### src/rtl/brs_pkg.sv
package brs_pkg;

  localparam int LAT_W = 3;
  localparam int CFG_W = LAT_W + 3;
  localparam logic [LAT_W-1:0] LAT_MIN = LAT_W'(2);

  typedef enum logic [1:0] {
    ST_IDLE = 2'd0,
    ST_LAT  = 2'd1,
    ST_RUN  = 2'd2
  } brs_state_e;

  // packed: rdy_early is bit CFG_W-1, lat occupies the low LAT_W bits
  typedef struct packed {
    logic             rdy_early;
    logic             half_rate;
    logic             edge_fall;
    logic [LAT_W-1:0] lat;
  } brs_cfg_t;

  // latency below the minimum is raised so the first fetch has time to land
  function automatic logic [LAT_W-1:0] eff_lat(input logic [LAT_W-1:0] l);
    return (l < LAT_MIN) ? LAT_MIN : l;
  endfunction

  // true once the count of edges already seen plus this edge meets latency
  function automatic logic lat_reached(input logic [LAT_W-1:0] seen,
                                       input logic [LAT_W-1:0] l);
    logic [LAT_W:0] nxt;
    nxt = {1'b0, seen} + 1'b1;
    return nxt >= {1'b0, eff_lat(l)};
  endfunction

endpackage

### src/rtl/brs_edge_detect.sv
module brs_edge_detect (
  input  logic clk,
  input  logic rst_n,
  input  logic bclk,
  input  logic le_n,
  input  logic edge_fall,
  output logic vedge,
  output logic le_rise
);

  logic bclk_q;
  logic le_q;
  logic rise_s;
  logic fall_s;

  always_ff @(posedge clk or negedge rst_n) begin
    if (!rst_n) begin
      bclk_q <= 1'b0;
      le_q   <= 1'b1;
    end else begin
      bclk_q <= bclk;
      le_q   <= le_n;
    end
  end

  assign rise_s  = bclk & ~bclk_q;
  assign fall_s  = ~bclk & bclk_q;
  assign vedge   = edge_fall ? fall_s : rise_s;
  assign le_rise = le_n & ~le_q;

endmodule

### src/rtl/brs_addr_counter.sv
module brs_addr_counter #(
  parameter int AW    = 19,
  parameter int BND_W = 2
) (
  input  logic          clk,
  input  logic          rst_n,
  input  logic          load,
  input  logic [AW-1:0] load_addr,
  input  logic          step,
  input  logic          run,
  output logic [AW-1:0] ctr,
  output logic [AW-1:0] mem_addr,
  output logic          at_bnd_end
);

  // wraps from the top of the space to zero by width truncation
  function automatic logic [AW-1:0] next_addr(input logic [AW-1:0] a);
    return AW'(a + 1'b1);
  endfunction

  // last word of an aligned group of 2**BND_W words
  function automatic logic group_end(input logic [AW-1:0] a);
    return &a[BND_W-1:0];
  endfunction

  logic [AW-1:0] ctr_q;

  always_ff @(posedge clk or negedge rst_n) begin
    if (!rst_n)    ctr_q <= '0;
    else if (load) ctr_q <= load_addr;
    else if (step) ctr_q <= next_addr(ctr_q);
  end

  assign ctr        = ctr_q;
  // during latency fetch the start word; while running prefetch the next one
  assign mem_addr   = run ? next_addr(ctr_q) : ctr_q;
  assign at_bnd_end = group_end(ctr_q);

endmodule

### src/rtl/brs_ctrl.sv
module brs_ctrl
  import brs_pkg::*;
(
  input  logic     clk,
  input  logic     rst_n,
  input  brs_cfg_t cfg,
  input  logic     vedge,
  input  logic     le_rise,
  input  logic     ce_n,
  input  logic     le_n,
  input  logic     adv_n,
  input  logic     at_bnd_end,
  output logic     start_ev,
  output logic     first_ev,
  output logic     step_ev,
  output logic     stall_ev,
  output logic     run,
  output logic     rdy
);

  brs_state_e       st_q;
  logic             lat_done_q;
  logic [LAT_W-1:0] lcnt_q;
  logic             ph_q;
  logic             waited_q;
  logic             rdy_late_q;

  logic dedge;
  logic wpend;
  logic live;

  assign run   = (st_q == ST_RUN);
  assign live  = !ce_n && !start_ev;

  // one latch per low window of le_n; le_rise implies le_n is high
  assign start_ev = !ce_n && !lat_done_q && ((!le_n && vedge) || le_rise);

  assign first_ev = live && (st_q == ST_LAT) && vedge && lat_reached(lcnt_q, cfg.lat);
  assign dedge    = run && vedge && (!cfg.half_rate || ph_q);
  assign wpend    = run && at_bnd_end && !waited_q;
  assign step_ev  = live && dedge && !adv_n && !wpend;
  assign stall_ev = live && dedge && !adv_n && wpend;

  assign rdy = cfg.rdy_early ? !wpend : rdy_late_q;

  always_ff @(posedge clk or negedge rst_n) begin
    if (!rst_n) begin
      st_q       <= ST_IDLE;
      lat_done_q <= 1'b0;
      lcnt_q     <= '0;
      ph_q       <= 1'b0;
      waited_q   <= 1'b0;
      rdy_late_q <= 1'b1;
    end else if (ce_n) begin
      st_q       <= ST_IDLE;
      lat_done_q <= 1'b0;
      waited_q   <= 1'b0;
      rdy_late_q <= 1'b1;
    end else if (start_ev) begin
      st_q       <= ST_LAT;
      lat_done_q <= 1'b1;
      lcnt_q     <= '0;
      ph_q       <= 1'b0;
      waited_q   <= 1'b0;
      rdy_late_q <= 1'b1;
    end else begin
      if (le_n) lat_done_q <= 1'b0;
      if ((st_q == ST_LAT) && vedge) begin
        if (first_ev) begin
          st_q <= ST_RUN;
          ph_q <= 1'b0;
        end else begin
          lcnt_q <= lcnt_q + 1'b1;
        end
      end
      if (run && vedge) ph_q <= !ph_q;
      if (dedge) rdy_late_q <= !stall_ev;
      if (stall_ev)     waited_q <= 1'b1;
      else if (step_ev) waited_q <= 1'b0;
    end
  end

endmodule

### src/rtl/burst_read_seq.sv
module burst_read_seq
  import brs_pkg::*;
#(
  parameter int AW    = 19,
  parameter int DW    = 32,
  parameter int BND_W = 2
) (
  input  logic             clk,
  input  logic             rst_n,
  input  logic [CFG_W-1:0] cfg_word,
  input  logic             bclk,
  input  logic             ce_n,
  input  logic             le_n,
  input  logic             adv_n,
  input  logic             oe_n,
  input  logic             od_n,
  input  logic [AW-1:0]    addr,
  output logic [AW-1:0]    mem_addr,
  input  logic [DW-1:0]    mem_rdata,
  output logic [DW-1:0]    dq,
  output logic             dq_en,
  output logic             rdy
);

  brs_cfg_t      cfg_q;
  logic [DW-1:0] dq_q;
  logic [AW-1:0] ctr;

  // named internal events for the checker
  logic vedge;
  logic le_rise;
  logic start_ev;
  logic first_ev;
  logic step_ev;
  logic stall_ev;
  logic run;
  logic at_bnd_end;
  logic cfg_rdy_early;

  // configuration follows cfg_word while reset is held, frozen afterwards
  always_ff @(posedge clk) begin
    if (!rst_n) cfg_q <= brs_cfg_t'(cfg_word);
  end

  assign cfg_rdy_early = cfg_q.rdy_early;

  brs_edge_detect u_edge (
    .clk      (clk),
    .rst_n    (rst_n),
    .bclk     (bclk),
    .le_n     (le_n),
    .edge_fall(cfg_q.edge_fall),
    .vedge    (vedge),
    .le_rise  (le_rise)
  );

  brs_ctrl u_ctrl (
    .clk       (clk),
    .rst_n     (rst_n),
    .cfg       (cfg_q),
    .vedge     (vedge),
    .le_rise   (le_rise),
    .ce_n      (ce_n),
    .le_n      (le_n),
    .adv_n     (adv_n),
    .at_bnd_end(at_bnd_end),
    .start_ev  (start_ev),
    .first_ev  (first_ev),
    .step_ev   (step_ev),
    .stall_ev  (stall_ev),
    .run       (run),
    .rdy       (rdy)
  );

  brs_addr_counter #(.AW(AW), .BND_W(BND_W)) u_cnt (
    .clk       (clk),
    .rst_n     (rst_n),
    .load      (start_ev),
    .load_addr (addr),
    .step      (step_ev),
    .run       (run),
    .ctr       (ctr),
    .mem_addr  (mem_addr),
    .at_bnd_end(at_bnd_end)
  );

  always_ff @(posedge clk or negedge rst_n) begin
    if (!rst_n)                    dq_q <= '0;
    else if (first_ev || step_ev)  dq_q <= mem_rdata;
  end

  assign dq_en = run && !ce_n && !oe_n && od_n;
  assign dq    = dq_en ? dq_q : '0;

endmodule

### config.mk
export PLATFORM = sky130hd
export DESIGN_NAME = burst_read_seq
export DESIGN_NICKNAME = d
export VERILOG_FILES = /design/src/rtl/brs_pkg.sv /design/src/rtl/brs_edge_detect.sv /design/src/rtl/brs_addr_counter.sv /design/src/rtl/brs_ctrl.sv /design/src/rtl/burst_read_seq.sv
export SDC_FILE = /design/constraint.sdc
export NUM_CORES = 1
export LEC_CHECK = 0
export ABC_CLOCK_PERIOD_IN_PS = 4500
export BUFFER_PORTS_ARGS = -buffer_cell sky130_fd_sc_hd__clkbuf_2
export CAP_MARGIN = 5
export CORE_MARGIN = 2
export CORE_UTILIZATION = 40
export CTS_BUF_LIST = sky130_fd_sc_hd__clkbuf_4 sky130_fd_sc_hd__clkbuf_8 sky130_fd_sc_hd__clkbuf_16
export DETAILED_ROUTE_END_ITERATION = 10
export PLACE_DENSITY_LB_ADDON = 0.3
export SLEW_MARGIN = 20
export SYNTH_ARGS = -nofsm -noshare
export SYNTH_HDL_FRONTEND = slang
export SYNTH_SLANG_ARGS = --single-unit
### constraint.sdc
create_clock -name clk -period 4.5 [get_ports clk]
set_clock_uncertainty 0.2 [all_clocks]
set_input_delay 0.225 -clock clk [delete_from_list [all_inputs] [get_ports clk]]
set_output_delay 0.225 -clock clk [all_outputs]
set_load 0.05 [all_outputs]
# == After elaboration in Yosys (flattened, before gate mapping) ==
# Index checks and enable logic that the tools add are counted.
# op_classes
reduce_logical,46
mux,28
n_addsub,3
bitwise,7
n_lt_le_gt_ge,2
n_eq_ne,3
# op_table
op,count
2-to-1 mux 19 bit,3
2-to-1 mux 32 bit,1
adder 19 x 1 -> 19 bit (second input constant),1
logical AND 1 bit,19
nonzero test 3 bit,6
2-to-1 mux 1 bit,16
2-to-1 mux 3 bit,4
logical NOT 1 bit,11
2-to-1 mux 2 bit,4
AND reduction 3 bit,2
adder 3 x 1 -> 4 bit (second input constant),1
greater-or-equal comparator 4 x 3 -> 1 bit,1
NOT 1 bit,4
AND reduction 2 bit,2
nonzero test 2 bit,2
nonzero test 4 bit,1
adder 3 x 1 -> 3 bit (second input constant),1
bitwise AND 1 bit,3
logical OR 1 bit,3
less-than comparator 3 x 2 -> 1 bit (second input constant),1
== test 2 x 1 -> 1 bit (second input constant),1
== test 2 bit (second input constant),1
inequality test 2 x 1 -> 1 bit (second input constant),1
# totals
wordCells,103
reg_bits,68
in_bits,65
out_inout_bits,53

# == Longest topological paths before layout ==
# Gate-level depths: netlist of the first run.
# depth
ltp_word,15
depth_mapped,9
mapped_depth_nobuf,8

# == Hierarchy ==
# A second synthesis of the first run with hierarchy kept.
# unflattened
hier_cells,350
area_unflattened_um2,3727.3
# by_module_without_submodules
module,n_inst,seq_area_each_um2,cells_each,area_per_inst_um2
burst_read_seq,1,980.9,111,1651.6
brs_addr_counter,1,475.5,170,1391.3
brs_ctrl,1,226.5,63,604.3
brs_edge_detect,1,51.3,6,80.1

# == Worst setup path before layout of the first run ==
# Ideal clock, no wire load.
# synth_path
path_kind,register -> register
startpoint,register u_ctrl.lcnt_q[0]
endpoint,register dq_q[0]
t_required_ns,4.175
setup_ns,0.125
path_slack_ns,1.805
synth_period_minus_slack_ns,2.695
stages_incl_launch_ff,10
n_path_buf,1
arrival_time_ns,2.370
path_cell_list,dfrtp_1 ha_1 xor2_1 ha_1 o21ai_0 o21ai_0 or3b_4 a21oi_4 buf_6 mux2_4
# synth_between
elab_chain_len,4
# synth_rtl
item,line_no,rtl
start: declaration,brs_ctrl.sv:23,logic [LAT_W-1:0] lcnt_q;
start signal: assignment,brs_ctrl.sv:73,lcnt_q <= lcnt_q + 1'b1;
adder 3 x 1 -> 4 bit,brs_pkg.sv:30,"nxt = {1'b0, seen} + 1'b1;"
greater-or-equal comparator 4 x 3 -> 1 bit,brs_pkg.sv:31,"return nxt >= {1'b0, eff_lat(l)};"
logical AND 1 bit,brs_ctrl.sv:38,"assign first_ev = live && (st_q == ST_LAT) && vedge && lat_reached(lcnt_q, cfg.lat);"
logical OR 1 bit,burst_read_seq.sv:89,else if (first_ev || step_ev) dq_q <= mem_rdata;
end signal: assignment,burst_read_seq.sv:89,
end: declaration,burst_read_seq.sv:26,logic [DW-1:0] dq_q;
# Every way passes these cells.
# A chain may end at the register's enable or synchronous reset.

# == Worst setup path in the final report of the first run ==
# layout_path
startpoint,register u_ctrl.lcnt_q[0]
endpoint,register dq_q[1]
# Same word-level chain as after synthesis.

==> results.md, run 1 <==
- Slew margin rel.: 33.4%
- First-pass GRT wire length: 15.2 mm
- # fillers: 833
- Final max-slew violation count: 0
- Total wire length: 9.37 mm
- Post-CTS Resized: 0
- Prevailing post-synth register cell: dfrtp_1
- RSZ-0062 raised after global routing: false
- Pwr Total: 0.00178 W
- Largest net degree at the start of global routing: 63
- LEAKAGE: 2.44 nW
- HPWL Detailed: 6.19 mm
- Starting density of the core: 41.3%
- Final GP Congestion: 0.823
- Rows: 35
- Via count: 3,198
- Post-Synthesis Net Count: 433
- Status: finished clean
- Routed Antenna Nets: 0
- Hold Path Class: in -> reg
- CTS Buf Count: 9
- F_max: 302 MHz
- Yosys cell types: 51
- Worst Max-Slew Pin Slew: 998 ps
- Fin crit share: 73.5%
- Setup violations, final: 0
- Die X: 102 µm
- Post-Syn Area: 0.00384 mm²
- Clk sink count: 68
- Yosys warnings: 0
- Core area: 0.00928 mm²
- Critical Path Fanout Max: 18
- Flops & latches, synth: 68
- Part of the Yosys area used for sequential elements: 45.2%
- Die Y-Extent: 102 µm
- Initial DRC Count: 120
- Top Ports: 118
- Clock period minus worst slack: 3310 ps
- Fin cells: 667
- Worst vdd ir: 0.000208 V
- Initial antenna violation count: 0
- First-pass DRT Iterations: 4
- DP Cell Count: 591
- Syn_area_per_cell: 10.6 µm²
- Critical path launch point type: flip-flop
- Area Growth Syn to Fin: 38.3%
- R2r setup slk: 1190 ps
- Reg clk slew, reported paths: 80 ps
- Vias in the first global route: 3,196
- H-tree depth: 3
- Vias per cell: 4.79
- Critical Path Sink Type: flip-flop
- Synth area leaders: dfrtp_1, mux2_4, xnor2_1
- Seq. cell area: 0.00173 mm²
- FFs w/ async S/R, synth: 91.2%
- Final setup TNS: 0 ps
- Worst path arrival time: 3330 ps
- Leading area contributor after synthesis: dfrtp_1
- Port buffer count: 117
- CTS Root Cell: clkbuf_8
- Layout cells sized above 1: 33.8%
- Cells after synthesis: 363
- N_diodes: 0
- Post-synth EDFFs: 6
- CTS tree: yes
- Avg WL per Cell: 14.1 µm
- CP required: 4520 ps
- Area of the multi-input gates: 0.00198 mm²
- Clk_lat worst skew: 340 ps
- Maximum buffer depth of the clock tree: 2
- Share of the synthesized area in the top cell type: 39.1%
- Final nets: 603
- PD cells: 335 mW/mm²
- Max_cap viols: 0
- Tot GR Track Use: 18.7%
- Hold Fails Final Rpt: 0
- Aggregate global routing overflow: 0
- Die area: 0.0104 mm²
- Critical path class: reg -> reg
- Drt drc: 0
-- critical path, stage by stage, from the launching register on --
cell	delay, ps
dfrtp_1	430
ha_1	240
xor2_1	150
ha_1	270
o21ai_0	60
o21ai_0	220
or3b_4	450
a21oi_4	580
buf_12	270
mux2_4	310
-- cells in the final DEF, fill, tap and decap left out, types with 4 or more instances in the layout --
| master | count |
|---|---|
| nor3_1 | 9 |
| inv_1 | 5 |
| nand2b_1 | 5 |
| nor2_1 | 16 |
| ha_1 | 5 |
| nand3_1 | 11 |
| edfxtp_1 | 6 |
| mux2i_1 | 4 |
| and2_1 | 34 |
| dfrtp_1 | 60 |
| xnor2_1 | 26 |
| o21ai_0 | 19 |
| nand4_1 | 4 |
| clkbuf_2 | 117 |
| nor4_1 | 11 |
| xor2_1 | 10 |
| dlygate4sd3_1 | 60 |
| nand2_1 | 37 |
| a21oi_1 | 7 |
| clkbuf_8 | 10 |
| mux2_4 | 30 |
-- power breakdown --
part           internal (W)  switching [W]  total [W]  leakage [nW]
registers          0.000721      0.0000961   0.000817         0.870
logic              0.000221       0.000269   0.000490          1.48
clock network      0.000219       0.000250   0.000469        0.0893
-- flip-flops by register name, indices dropped and copies added, names as in the netlist --
signal	flops
cfg_q	5
cfg_rdy_early	1
dq_q	32
u_cnt.ctr	19
u_ctrl.lat_done_q	1
u_ctrl.lcnt_q	3
u_ctrl.ph_q	1
u_ctrl.rdy_late_q	1
u_ctrl.st_q	2
u_ctrl.waited_q	1
u_edge.bclk_q	1
u_edge.le_q	1
-- synth_stat cells, types with 2 or more instances --
cell type  instances
dfrtp_1           60
nand2_1           37
and2_1            34
mux2_4            30
xnor2_1           26
o21ai_0           19
nor2_1            16
clkbuf_1          14
nand3_1           11
nor4_1            11
xor2_1            10
nor3_1             9
a21oi_1            7
edfxtp_1           6
ha_1               5
inv_1              5
nand2b_1           5
mux2i_1            4
nand4_1            4
a31oi_1            3
and3_1             3
and4_1             3
buf_2              3
buf_6              3
nor2b_1            3
dfstp_2            2
mux2_2             2
nand3b_1           2
nor3b_1            2
o21ai_1            2
or3_1              2
-- metal layers --
layer  vias to the layer above  wire length [µm]  GRT usage [%]
met1                      1491              4380           24.5
met2                       107              4310           30.2
met5                         -                 0              0
li1                       1584                 -              -
met3                        16               527           4.51
met4                         0               164           7.38
-- kinds of logic (layout without fill, tap and decap cells) --
kind of cell               Yosys count  in the layout  synth area share (%)
adders and majority gates            5              5                  1.63
muxes                               36             36                  13.4
and+or+nand+nor                    154            154                  22.5
xor gates and xnor gates            36             36                  8.22
AOI/OAI and AO/OA                   37             37                  5.58
buffers and inverters               27            202                  3.46
DFF                                 68             68                  45.2
-- stage by stage --
stage	area (µm²)	hold slack (ps)	utilization, %	setup slack, ps
after floorplan	3840	-271	-	1800
after global placement	4520	166	48.7	1270
after detailed placement	4520	172	48.7	1220
after CTS	5310	7.92	57.1	1200
after global routing	5310	5.59	57.1	1050
final	5310	17.1	57.1	1190
-- worst paths after layout --
path / startpoint / end / depth (start not counted)
min in group asynchronous: rst_n / u_cnt.ctr[18] / 3
worst max register to register: u_ctrl.lcnt_q[0] / dq_q[1] / 9
worst min-delay path: ce_n / u_ctrl.st_q[0] / 2
worst max-delay path: u_ctrl.lcnt_q[0] / dq_q[1] / 9
worst min register to register: dq_q[23] / dq_q[23] / 1
max in group asynchronous: rst_n / u_cnt.ctr[10] / 3
-- final cells by class --
class                      instances  area share [%]
clock buffer                      10            2.59
clock inverter                     6           0.873
inverter                           5           0.354
multi-input combinational        268            37.3
sequential                        68            32.7
tap                              129            3.04
timing repair buffer             181            23.2
-- what timing repair did --
action,in CTS,in global routing
hold endpoints to repair,119,0
setup endpoints to repair,0,0
setup buffers,0,0
hold buffers,60,0
No activity file was read; power rests on OpenSTA's default activity.
==> run 2: changes to the inputs <==
--- a/config.mk
+++ b/config.mk
@@ -5,7 +5,8 @@
 export SDC_FILE = /design/constraint.sdc
 export NUM_CORES = 1
 export LEC_CHECK = 0
-export ABC_CLOCK_PERIOD_IN_PS = 4500
+export ABC_AREA = 1
+export ABC_CLOCK_PERIOD_IN_PS = 3400
 export BUFFER_PORTS_ARGS = -buffer_cell sky130_fd_sc_hd__clkbuf_2
 export CAP_MARGIN = 5
 export CORE_MARGIN = 2
==> constraint.sdc (replaced) <==
create_clock -name clk -period 3.4 [get_ports clk]
set_clock_uncertainty 0.2 [all_clocks]
set_input_delay 0.17 -clock clk [delete_from_list [all_inputs] [get_ports clk]]
set_output_delay 0.17 -clock clk [all_outputs]
set_load 0.05 [all_outputs]
==> run 2 against run 1 <==
Final cell count increased by 35%. Critical path depth decreased by 3. Non-clock buffer count is 2 higher. Global-route usage grew 1.9 points. Clock power up 60%. Via count grew 33%. Sequential share of layout area is 1.4 points lower. Core utilization down 0.71 points. Total power up 83%. Worst setup slack lost 820 ps. Combinational power increased by 140%. Register-to-register slack worse by 500 ps. Critical path type is now reg -> out. Highest routed layer unchanged.
==> results.md, run 2 <==
- Status: finished clean (unchanged)
- # fillers: 944 (was 833)
- Synth top cells by count: nand2_1, nand3_1, inv_1 (was dfrtp_1, nand2_1, and2_1)
- CTS Root Cell: clkbuf_8 (unchanged)
- Clk_lat worst skew: 350 ps (was 340 ps)
- Most frequent cell after synthesis: nand2_1 (was dfrtp_1)
- Compound-gate portion of the synthesized area: 2.87% (was 5.58%)
- Reg with most FFs: dq_q (unchanged)
- Syn_area_per_cell: 6.82 µm² (was 10.6 µm²)
- Worst vdd ir: 0.000496 V (was 0.000208 V)
- First-pass GRT wire length: 18.6 mm (was 15.2 mm)
- FFs w/ async S/R, synth: 91.2% (unchanged)
- Prevailing post-synth register cell: dfrtp_1 (unchanged)
- Max_cap viols: 0 (unchanged)
- Post-Syn Area: 0.00406 mm² (was 0.00384 mm²)
- Most common cell after layout, fill and taps aside: nand2_1 (was clkbuf_2)
- Largest net degree at the start of global routing: 63 (unchanged)
- F_max: 330 MHz
- CTS tree: yes (unchanged)
- Worst Max-Slew Pin Slew: 977 ps (was 998 ps)
- Maximum buffer depth of the clock tree: 2 (unchanged)
- CTS hold repair buffers: 62 (was 60)
- Setup violations, final: 0 (unchanged)
- Via count: 4,266 (was 3,198)
- Port buffer count: 117 (unchanged)
- Initial DRC Count: 200 (was 120)
- Vias in the first global route: 4,129 (was 3,196)
- Post-synth EDFFs: 6 (unchanged)
- CTS Buf Count: 9 (unchanged)
- Yosys warnings: 0 (unchanged)
- Largest family of logic cells by synthesized area: simple AND/OR/NAND/NOR gates (unchanged)
- Adder-Cell Fraction of Synth Area: 1.54% (was 1.63%)
- Pwr Total: 0.00324 W (was 0.00178 W)
- Slew margin rel.: 34.8% (was 33.4%)
- DR top layer: met4 (unchanged)
- Slowest cell on crit path: inv_1 (was a21oi_4)
- Leading area contributor after synthesis: dfrtp_1 (unchanged)
- Routed Antenna Nets: 0 (unchanged)
- Synth Area in Simple Gates: 39.7% (was 22.5%)
- Part of the Yosys area used for sequential elements: 42.8% (was 45.2%)
- Final nets: 833 (was 603)
- Layout cells sized above 1: 19.4% (was 33.8%)
- Critical path class: reg -> out (was reg -> reg)
- Worst Reg-to-Reg Cells: 11 (was 9)
- Die X: 105 µm (was 102 µm)
- RSZ-0062 raised after global routing: false (unchanged)
- Avg WL per Cell: 12.3 µm (was 14.1 µm)
- Family with the most delay on the worst path: buffers and inverters (was compound AO/OA/AOI/OAI gates)
- XOR/XNOR Fraction of Synth Area: 3.02% (was 8.22%)
- Final hold slack: 283 ps (was 17.1 ps)
- DP Cell Count: 823 (was 591)
- Clock period minus worst slack: 3030 ps
- Die Y-Extent: 105 µm (was 102 µm)
- Critical Path Fanout Max: 32 (was 18)
- Drt drc: 0 (unchanged)
- WL met2: 5.51 mm (was 4.31 mm)
- Max reg flops: 32 (unchanged)
- Reg clk slew, reported paths: 80 ps (about the same)
- Aggregate global routing overflow: 0 (unchanged)
- Yosys cell types: 28 (was 51)
- N_diodes: 0 (unchanged)
- Critical Path Sink Type: output port (was flip-flop)
- Initial antenna violation count: 0 (unchanged)
- Wl on met1: 4.70 mm (was 4.38 mm)
- Rows: 36 (was 35)
- H-tree depth: 3 (unchanged)
- HPWL Detailed: 7.08 mm (was 6.19 mm)
- Tot GR Track Use: 20.6% (was 18.7%)
- Fin cells: 901 (was 667)
- Critical path launch point type: flip-flop (unchanged)
- Final max-slew violation count: 0 (unchanged)
- Worst path arrival time: 2660 ps (was 3330 ps)
- Share of the synthesized area in the top cell type: 37.0% (was 39.1%)
- Flops & latches, synth: 68 (unchanged)
- Final GP Congestion: 0.829 (was 0.823)
- Top Ports: 118 (unchanged)
- Hold Path Class: reg -> reg (was in -> reg)
- Setup WS pre-CTS: 704 ps (was 1220 ps)
- Most frequent cells in the layout: nand2_1, clkbuf_2, nand3_1 (was clkbuf_2, dfrtp_1, dlygate4sd3_1)
- Vias per cell: 4.73 (was 4.79)
- Clk sink count: 68 (unchanged)
- Core area: 0.00982 mm² (was 0.00928 mm²)
- Synth area leaders: dfrtp_1, nand2_1, nand3_1 (was dfrtp_1, mux2_4, xnor2_1)
- Final WS setup: 374 ps (was 1190 ps)
- Fin crit share: 89.0%
- Cells after synthesis: 595 (was 363)
- Hold Fails Final Rpt: 0 (unchanged)
- Post-CTS Resized: 0 (unchanged)
- LEAKAGE: 2.98 nW (was 2.44 nW)
- WP depth: 6 (was 9)
- Post-Synthesis Net Count: 665 (was 433)
- PD cells: 586 mW/mm² (was 335 mW/mm²)
- Area Growth Syn to Fin: 36.6% (was 38.3%)
- CP required: 3030 ps (was 4520 ps)
- Final setup TNS: 0 ps (unchanged)
- Mux contribution to synthesized area: 0% (was 13.4%)
- First-pass DRT Iterations: 5 (was 4)
- Met3 wire length: 762 µm (was 527 µm)
- Total wire length: 11.1 mm (was 9.37 mm)
- Die area: 0.0110 mm² (was 0.0104 mm²)
- CP cell instances: nor2_4, inv_1, nor2_1, inv_1, nor2_1, clkbuf_2 (was ha_1, xor2_1, ha_1, o21ai_0, o21ai_0, or3b_4, a21oi_4, buf_12, mux2_4)
- Starting density of the core: 41.3% (about the same)
- Post-CTS Setup Bufs: 0 (unchanged)
- Cells on Worst Hold Path: 1 (was 2)
- Largest stage delay, worst path: 440 ps (was 580 ps)
- Buf+Inv Stages, Crit Path: 3 (was 1)
==> run 2: cell count changes after synthesis, sizes merged, moves of 11 or more <==
cell   delta
nand2   +213
inv      +67
nand3    +61
nor2     +41
and2     -33
mux2     -32
xnor2    -26
nor4     -11
==> run 2: worst register-to-register path, stage by stage (launching register included) <==
cell and delay, ps:
edfxtp_1 390, nand2_1 80, nand2_1 70, nand2_1 90
nand2_1 80, nand2_4 380, nand2_2 130, inv_2 130
nand3_4 290, nand2_2 580, nand2_1 130, nand2_1 100
==> run 2: worst paths after layout <==
| kind | slack, ps | start | endpoint |
|---|---|---|---|
| max in group asynchronous | 2100 | rst_n | dq_q[13] |
| setup reg to reg | 690 | cfg_q[3] | dq_q[28] |
| setup / recovery | 370 | u_ctrl.st_q[0] | dq[18] |
| min in group asynchronous | 380 | rst_n | u_ctrl.lcnt_q[0] |
| hold reg to reg | 280 | u_ctrl.ph_q | u_ctrl.ph_q |
| hold / removal | 280 | u_ctrl.ph_q | u_ctrl.ph_q |
==> run 2: metal layers <==
| layer | up-vias | GRT usage, % |
|---|---|---|
| met4 | 0 | 5.71 |
| met3 | 14 | 3.74 |
| met2 | 168 | 36.3 |
| met1 | 1931 | 25.9 |
| met5 | - | 0 |
| li1 | 2153 | - |
==> run 2: cell type report <==
| cell class | instances | area [µm²] | area share [%] |
|---|---|---|---|
| Multi-Input combinational cell | 429 | 1910 | 34.5 |
| Sequential cell | 68 | 1730 | 31.3 |
| Timing Repair Buffer | 183 | 1240 | 22.3 |
| Inverter | 72 | 270 | 4.88 |
| Tap cell | 133 | 166 | 3.00 |
| Clock buffer | 9 | 124 | 2.24 |
| Clock inverter | 7 | 100 | 1.81 |
==> run 2: power breakdown <==
part	leakage, nW	internal (W)	switching, W	total (W)
combinational	2.01	0.000415	0.000785	0.00120
clock	0.102	0.000416	0.000335	0.000751
sequential	0.871	0.00108	0.000213	0.00129
==> run 2: logic make-up (layout without fill, tap and decap cells) <==
family | after synthesis | after routing
simple gates | 388 | 388
xor+xnor | 14 | 14
fa+ha+maj | 5 | 5
compound gates | 22 | 22
flops | 68 | 68
buf+inv | 98 | 271
==> run 2: through the flow <==
step	cell area (µm²)	util [%]
floorplan	4060	-
global placement	4700	47.8
detailed placement	4700	47.8
CTS	5540	56.4
global route	5540	56.4
finish	5540	56.4
